### src/rtl/dac_scatter_pkg.sv
package dac_scatter_pkg;
    localparam int LANE_W  = 8;
    localparam int LANES   = 4;
    localparam int DATA_W  = LANE_W * LANES;
    localparam int MODE_W  = 3;

    typedef enum logic [MODE_W-1:0] {
        MODE_LANE0 = 3'd0,
        MODE_LANE1 = 3'd1,
        MODE_LANE2 = 3'd2,
        MODE_LANE3 = 3'd3,
        MODE_PAIR_LO = 3'd4,
        MODE_PAIR_HI = 3'd5,
        MODE_QUAD  = 3'd6,
        MODE_INV0  = 3'd7
    } mode_e;

    typedef struct packed {
        logic              en;
        logic [LANE_W-1:0] value;
    } slot_t;
endpackage

### src/rtl/dac_scatter_decode.sv
module dac_scatter_decode
    import dac_scatter_pkg::*;
#(
    parameter int NUM_PINS   = 64,
    parameter bit ALT_DECODE = 1'b0,
    localparam int PIN_W     = $clog2(NUM_PINS),
    localparam int SEL_W     = PIN_W + MODE_W
) (
    input  logic [DATA_W-1:0]          data,
    input  logic [SEL_W-1:0]           sel,
    output slot_t [LANES-1:0]          slot,
    output logic [LANES-1:0][PIN_W-1:0] slot_pin
);
    logic [PIN_W-1:0]              pin;
    logic [MODE_W-1:0]             mode;
    logic [LANES-1:0][LANE_W-1:0]  lane;

    assign pin  = sel[PIN_W-1:0];
    assign mode = sel[SEL_W-1:PIN_W];
    assign lane = data;

    always_comb begin
        for (int k = 0; k < LANES; k++) begin
            slot[k]     = '0;
            slot_pin[k] = pin;
        end
        if (ALT_DECODE) begin
            slot[0].en    = 1'b1;
            slot[0].value = lane[mode[1:0]] ^ {LANE_W{mode[2]}};
        end else begin
            case (mode_e'(mode))
                MODE_LANE0, MODE_LANE1, MODE_LANE2, MODE_LANE3: begin
                    slot[0].en    = 1'b1;
                    slot[0].value = lane[mode[1:0]];
                end
                MODE_PAIR_LO, MODE_PAIR_HI: begin
                    for (int k = 0; k < 2; k++) begin
                        slot[k].en    = 1'b1;
                        slot[k].value = lane[{mode[0], 1'(k)}];
                        slot_pin[k]   = {pin[PIN_W-1:1], 1'(k)};
                    end
                end
                MODE_QUAD: begin
                    for (int k = 0; k < LANES; k++) begin
                        slot[k].en    = 1'b1;
                        slot[k].value = lane[k];
                        slot_pin[k]   = {pin[PIN_W-1:2], 2'(k)};
                    end
                end
                default: begin
                    slot[0].en    = 1'b1;
                    slot[0].value = ~lane[0];
                end
            endcase
        end
    end
endmodule

### src/rtl/dac_level_bank.sv
module dac_level_bank
    import dac_scatter_pkg::*;
#(
    parameter int NUM_PINS = 64,
    localparam int PIN_W   = $clog2(NUM_PINS)
) (
    input  logic                              clk,
    input  logic                              rst_n,
    input  logic                              wr_en,
    input  slot_t [LANES-1:0]                 slot,
    input  logic [LANES-1:0][PIN_W-1:0]       slot_pin,
    output logic [NUM_PINS-1:0][LANE_W-1:0]   levels
);
    typedef struct packed {
        logic [NUM_PINS-1:0][LANE_W-1:0] lvl;
    } bank_t;

    bank_t bank_d, bank_q;

    always_comb begin
        bank_d = bank_q;
        if (wr_en) begin
            for (int k = 0; k < LANES; k++) begin
                if (slot[k].en) begin
                    bank_d.lvl[slot_pin[k]] = slot[k].value;
                end
            end
        end
    end

    always_ff @(posedge clk or negedge rst_n) begin
        if (!rst_n) begin
            bank_q <= '0;
        end else begin
            bank_q <= bank_d;
        end
    end

    assign levels = bank_q.lvl;
endmodule

### src/rtl/dac_lane_scatter.sv
module dac_lane_scatter
    import dac_scatter_pkg::*;
#(
    parameter int NUM_PINS   = 64,
    parameter bit ALT_DECODE = 1'b0,
    localparam int PIN_W     = $clog2(NUM_PINS),
    localparam int SEL_W     = PIN_W + MODE_W
) (
    input  logic              clk,
    input  logic              rst_n,
    input  logic              cmd_valid,
    input  logic [DATA_W-1:0] cmd_data,
    input  logic [SEL_W-1:0]  cmd_sel,
    input  logic [PIN_W-1:0]  rd_pin,
    output logic [LANE_W-1:0] rd_level
);
    slot_t [LANES-1:0]               slot;
    logic [LANES-1:0][PIN_W-1:0]     slot_pin;
    logic [NUM_PINS-1:0][LANE_W-1:0] level_bus;

    dac_scatter_decode #(
        .NUM_PINS   (NUM_PINS),
        .ALT_DECODE (ALT_DECODE)
    ) decode_i (
        .data     (cmd_data),
        .sel      (cmd_sel),
        .slot     (slot),
        .slot_pin (slot_pin)
    );

    dac_level_bank #(
        .NUM_PINS (NUM_PINS)
    ) bank_i (
        .clk      (clk),
        .rst_n    (rst_n),
        .wr_en    (cmd_valid),
        .slot     (slot),
        .slot_pin (slot_pin),
        .levels   (level_bus)
    );

    assign rd_level = level_bus[rd_pin];
endmodule

### config.mk
export PLATFORM = sky130hd
export DESIGN_NAME = dac_lane_scatter
export DESIGN_NICKNAME = d
export VERILOG_FILES = /design/src/rtl/dac_scatter_pkg.sv /design/src/rtl/dac_scatter_decode.sv /design/src/rtl/dac_level_bank.sv /design/src/rtl/dac_lane_scatter.sv
export SDC_FILE = /design/constraint.sdc
export NUM_CORES = 2
export LEC_CHECK = 0
export ABC_AREA = 1
export BUFFER_PORTS_ARGS = -buffer_cell sky130_fd_sc_hd__buf_2
export CAP_MARGIN = 10
export CORE_UTILIZATION = 45
export CTS_BUF_LIST = sky130_fd_sc_hd__clkbuf_4 sky130_fd_sc_hd__clkbuf_8 sky130_fd_sc_hd__clkbuf_16
export DETAILED_ROUTE_END_ITERATION = 6
export MAX_ROUTING_LAYER = met4
export REMOVE_ABC_BUFFERS = 1
export SLEW_MARGIN = 20
export SYNTH_ARGS = -nofsm -noshare
export SYNTH_HDL_FRONTEND = slang
export SYNTH_HIERARCHICAL = 1
export SYNTH_SLANG_ARGS = --single-unit
### constraint.sdc
create_clock -name clk -period 2.6 [get_ports clk]
set_input_delay 0.39 -clock clk [delete_from_list [all_inputs] [get_ports clk]]
set_output_delay 0.39 -clock clk [all_outputs]
set_load 0.01 [all_outputs]
Word-level counts from Yosys, hierarchy flattened
Cells that the tools add are included.
{"block": "totals", "register_bits": 512, "in_bits": 50, "out_inout_bits": 8, "word_cells": 122}
{"block": "classes", "order_cmp": 12, "n_eq_ne": 6, "muxes": 32, "n_bitwise": 1, "reduce_logical": 7}
{"cell": "512-bit two-way mux", "n": 7}
{"cell": "512-bit bitwise mux", "n": 4}
{"cell": "8-bit demux with 6-bit select", "n": 4}
{"cell": "8-bit two-way mux", "n": 11}
{"cell": "8-bit binary-select mux with 6-bit select", "n": 1}
{"cell": "6-bit by 7-bit less-than comparator with 1-bit output (second input constant)", "n": 5}
{"cell": "6-bit by 1-bit >= comparator with 1-bit output (second input constant)", "n": 4}
{"cell": "8-bit one-hot mux with 3 select lines", "n": 1}
{"cell": "18-bit two-way mux", "n": 1}
{"cell": "9-bit one-hot mux with 2 select lines", "n": 1}
{"cell": "8-bit binary-select mux with 2-bit select", "n": 1}
{"cell": "8-bit one-hot mux with 2 select lines", "n": 1}
{"cell": "3-bit equality test (second input constant)", "n": 3}
{"cell": "2-bit by 3-bit less-than comparator with 1-bit output (second input constant)", "n": 3}
{"cell": "8-bit NOT", "n": 1}
{"cell": "3-bit by 2-bit equality test with 1-bit output (second input constant)", "n": 2}
{"cell": "1-bit logical AND", "n": 4}
{"cell": "4-bit OR reduction", "n": 1}
{"cell": "3-bit by 1-bit equality test with 1-bit output (second input constant)", "n": 1}
{"cell": "3-bit zero test", "n": 1}
{"cell": "2-bit OR reduction", "n": 1}

Depth between registers and ports, before layout
{"block": "depth", "depth_word": 18, "depth_mapped": 17, "ltp_nobuf": 15}

By module
Netlist, hierarchy kept.
{"mod": "dac_level_bank", "instances": 1, "cells_each": 8646, "area_each_um2": 46409.5, "seq_area_each_um2": 12812.3}
{"mod": "dac_lane_scatter", "instances": 1, "cells_each": 1195, "area_each_um2": 5330.1, "seq_area_each_um2": 0.0}
{"mod": "dac_scatter_decode", "instances": 1, "cells_each": 215, "area_each_um2": 1011.0, "seq_area_each_um2": 0.0}

Worst setup path before layout
Ideal clock, no wire load.
{"block": "synth_timing", "path_kind": "input -> register", "startpoint": "in cmd_sel[8]", "endpoint": "reg bank_i.bank_q (netlist bit bank_i/levels[72])", "setup_ns": 0.117, "arrival_time_ns": 2.438, "required_ns": 2.483, "slack_ns": 0.045, "stages": 16, "path_buffers": 4, "path_cell_list": "buf_4 -> inv_4 -> nor3_4 -> inv_2 -> buf_6 -> nand2_1 -> buf_4 -> inv_1 -> nand2_1 -> nor2_1 -> inv_1 -> nor2_1 -> clkbuf_1 -> a21oi_1 -> nand2_1 -> nand2_1"}
{"element": "from (decl)", "line_no": "dac_lane_scatter.sv:13", "text": "input logic [SEL_W-1:0] cmd_sel,"}
{"element": "to (signal assigned)", "line_no": "dac_level_bank.sv:35", "text": "bank_q <= bank_d;"}
{"element": "to (decl)", "line_no": "dac_level_bank.sv:18", "text": "bank_t bank_d, bank_q;"}

Worst setup path after layout
{"block": "layout_timing", "startpoint": "reg bank_i.bank_q (netlist bit bank_i/levels[381])", "endpoint": "out rd_level[5]"}
{"block": "layout_via", "elab_chain_cells": 2}
{"element": "8-bit binary-select mux with 6-bit select", "line_no": "dac_lane_scatter.sv:42", "text": "assign rd_level = level_bus[rd_pin];"}
{"element": "8-bit two-way mux (implied by the code)", "line_no": "dac_lane_scatter.sv:42"}
{"element": "to (decl)", "line_no": "dac_lane_scatter.sv:15", "text": "output logic [LANE_W-1:0] rd_level"}
Every way passes these cells. The select of a mux whose other input is x is not followed.

==> impl_metrics.csv <==
group,metric,value,unit
synth,ys_seq_elements,512,
cts,max-clock-path-buffers,3,
power,powerDensity,507.3,mW/mm²
global_routing,grt_max_degree,143,
setup_path,critPathArrivalTime,2.24,ns
sta,setup_viol,5,
power,irDropWorstVdd,0.5135,mV
detailed_routing,drc,0,
place,io_buffers,57,
setup_path,cp_data_required_time,2.21,ns
setup_path,crit_family,"simple AND/OR/NAND/NOR gates",
floorplan,core_area,0.1162,mm²
cts,cts.sinks,512,
sta,finalHoldViolCount,0,
power,p_leak,34.19,nW
sta,maxClockFrequency,380.7,MHz
sta,drv_slew,0,
synth,syn_area,0.05275,mm²
synth,synthDistinctLibCells,27,
floorplan,ios,58,
global_routing,grt_first_pass_wirelength,385600,µm
finish,drive_above_1_share,0.1034,
setup_path,critPathBufInv,1,
synth,synth_top_family_by_area,"simple AND/OR/NAND/NOR gates",
floorplan,die_h,344.4,µm
finish,nNetsFinal,10275,
synth,seq_area_frac_synth,0.2429,
synth,synthMuxAreaShare,0,
setup_path,cp-start-kind,"register",
detailed_routing,drt-vias-per-instance,5.717,
setup_path,critPathMaxStageDelay,0.40,ns
finish,final_core_util,0.5453,
synth,synthCells,10056,
synth,synth_compound_area_frac,0.1435,
synth,synth_area_per_cell,5.246,µm²
synth,synth_xor_area_frac,0,
setup_path,path_common_cell,"nand2_1",
setup_path,slowest_stage,"dfrtp_1",
synth,yosysWarnings,6,
detailed_routing,drtAntennaViolNets,0,
cts,clk_pin_slew,0.06,ns
setup_path,crit_fanout,3,
sta,finClkSkew,0,ns
sta,period_share,1.010,
synth,synth-adder-area-share,0,
cts,cts-htree-levels,3,
floorplan,die_w,344.4,µm
worst_hold_path,min_path_cells,5,
setup_path,crit_type,"register to output pin",
place,dp_hpwl,166400,µm
setup_path,crit_chain,"nand2_1 -> nand3_1 -> nand3_2 -> nand2_1 -> nand2_1 -> nand3_2 -> nand3_4 -> nand2_4 -> buf_2",
global_routing,antenna_found_initial,16,
finish,largest_register_ffs,512,
floorplan,dieArea,0.1186,mm²
floorplan,placementRows,125,
sta,tightest_slew,0.7372,ns
finish,syn_to_final_growth,20.13,%
place,gp_congestion,1.033,
worst_hold_path,hold_path.class,"input pin to register",
floorplan,start_util,0.4539,
global_routing,grt-ovfl-total,0,
sta,setup_slack,-0.02676,ns
sta,post-route-min-period,2.627,ns
cts,cts_made_buffers,74,
run,max_cap_violations,0,
global_routing,grt_pass1_vias,60250,
setup_path,rr_worst_depth,8,
synth,synth-simple-area-share,0.4399,
outcome,violations,"setup timing",
detailed_routing,drtIter0Drc,9859,
detailed_routing,firstDrtPassIters,7,
detailed_routing,num_vias,67546,
sta,relSlewSlack,0.5067,
sta,rsz0062_at_grt,"yes",
global_routing,grt_util_all_layers,0.4429,
setup_path,cp-end-kind,"output pin",
cts,cts_root_buffer,"clkbuf_16",
outcome,status,"complete, but fails checks",
place,place_ws,-0.2631,ns
detailed_routing,wl,262000,µm
cts,tritoncts,"yes",
detailed_routing,post_drt_wl_per_cell,22.18,µm
setup_path,cp.depth,9,
cts,clk_latency,0.72,ns
[path summary, 6_finish.rpt]
| kind | to | from | slack (ns) |
|---|---|---|---|
| max reg2reg | bank_i/levels[472]$_DFFE_PN0P_ | bank_i/levels[472]$_DFFE_PN0P_ | 1.48 |
| max | rd_level[5] | bank_i/levels[381]$_DFFE_PN0P_ | -0.03 |
| min | bank_i/levels[240]$_DFFE_PN0P_ | cmd_valid | 0.12 |
| min reg2reg | bank_i/levels[254]$_DFFE_PN0P_ | bank_i/levels[254]$_DFFE_PN0P_ | 0.51 |
| min in group asynchronous | bank_i/levels[258]$_DFFE_PN0P_ | rst_n | 0.23 |
| max in group asynchronous | bank_i/levels[132]$_DFFE_PN0P_ | rst_n | 1.39 |
[what timing repair did]
action / 4_1_cts / 5_1_grt
endpoints found under the hold margin: 28 / 0
pin swaps: 4 / 16
hold buffers: 1 / 0
endpoints found under the setup margin: 8 / 8
cloned: 0 / 8
buffers inserted: 2 / 16
resized for setup: 44 / 67
[report_power, final]
group          total, mW  internal [mW]  switching, mW  leakage (nW)
logic               10.2           3.60           6.56          26.1
clock network       10.8           6.21           4.57          1.24
registers           11.2           9.61           1.61          6.83
total               32.1           19.4           12.7          34.2
[worst min-delay path: cells and delay by family]
| kind | cells | cell delay, ns |
|---|---|---|
| buffers and inverters | 2 | 0.20 |
| and+or+nand+nor | 2 | 0.09 |
| AOI/OAI and AO/OA | 1 | 0.09 |
[cell type report]
cell class	count	area, µm²
multi-input combinational	7241	31430
tap	1524	1907
antenna	10	25.02
timing repair buffer	785	8675
sequential	512	12810
inverter	1611	6091
clock inverter	15	110.1
fill	11895	52840
clock buffer	116	2320
[synth_stat cells]
cell / instances / area share
nor2_2: 11 / 0.0013
buf_12: 1 / 0.00038
clkinv_1: 5 / 0.00036
nor2_1: 137 / 0.0097
clkbuf_2: 33 / 0.0031
conb_1: 1 / 0.000071
buf_2: 94 / 0.0089
inv_2: 4 / 0.00028
clkbuf_1: 481 / 0.034
inv_6: 1 / 0.00017
a21oi_1: 62 / 0.0059
nand3_1: 1218 / 0.12
buf_4: 42 / 0.0060
o21ai_0: 1451 / 0.14
nand2_1: 4327 / 0.31
nor3_4: 8 / 0.0025
nor3_1: 13 / 0.0012
nor3_2: 1 / 0.00019
dfrtp_1: 512 / 0.24
nand4_1: 10 / 0.0012
inv_1: 1599 / 0.11
buf_6: 21 / 0.0045
inv_4: 2 / 0.00024
buf_1: 19 / 0.0014
and2_1: 1 / 0.00012
nor2_4: 1 / 0.00021
buf_8: 1 / 0.00028
[per-layer routing]
metal | GRT usage | wire, µm
met5 | - | 0
met4 | 0.2700 | 19090
met3 | 0.1211 | 37390
met2 | 0.6133 | 106200
met1 | 0.5679 | 99330
[layout by cell type (no fill, tap or decap), types with 2 or more instances in the layout]
cell type and n:
nand2_1 4298, inv_1 1590, o21ai_0 1451, nand3_1 1165, dfrtp_1 512, buf_4 506, buf_12 207, nor2_1 109
clkbuf_16 85, a21oi_1 62, buf_2 52, nand3_2 45, nor2_4 28, clkbuf_4 23, nand2_2 21, clkinv_2 19
clkbuf_8 16, nor2_2 12, nor3_1 12, diode_2 10, nand4_1 10, nand3_4 8, nand2_4 8, nor3_4 8
buf_16 8, clkinv_1 5, inv_2 3, inv_6 3, inv_4 2, nor3_2 2, buf_8 2
[logic make-up (layout without fill, tap and decap cells)]
logic type	Yosys count	after routing
other	1	11
and+or+nand+nor	5727	5727
DFF	512	512
buffers and inverters	2303	2527
AOI/OAI and AO/OA	1513	1513
[stage by stage]
step	TNS, ns	std cells	total power [mW]	cell area (µm²)	hold WS [ns]
2_1_floorplan	-949.79	9364	16.54	49650	0.09441
3_3_place_gp	-35.43	11646	20.59	60030	0.3657
3_5_place_dp	-45.64	11646	20.79	60030	0.3690
4_1_cts	-0.008244	11780	31.51	62680	0.1041
5_1_grt	-0.008170	11810	33.57	63360	0.1540
6_report	-0.05702	11814	32.15	63370	0.1226
Note: power is estimated with default switching activity, not from simulation.
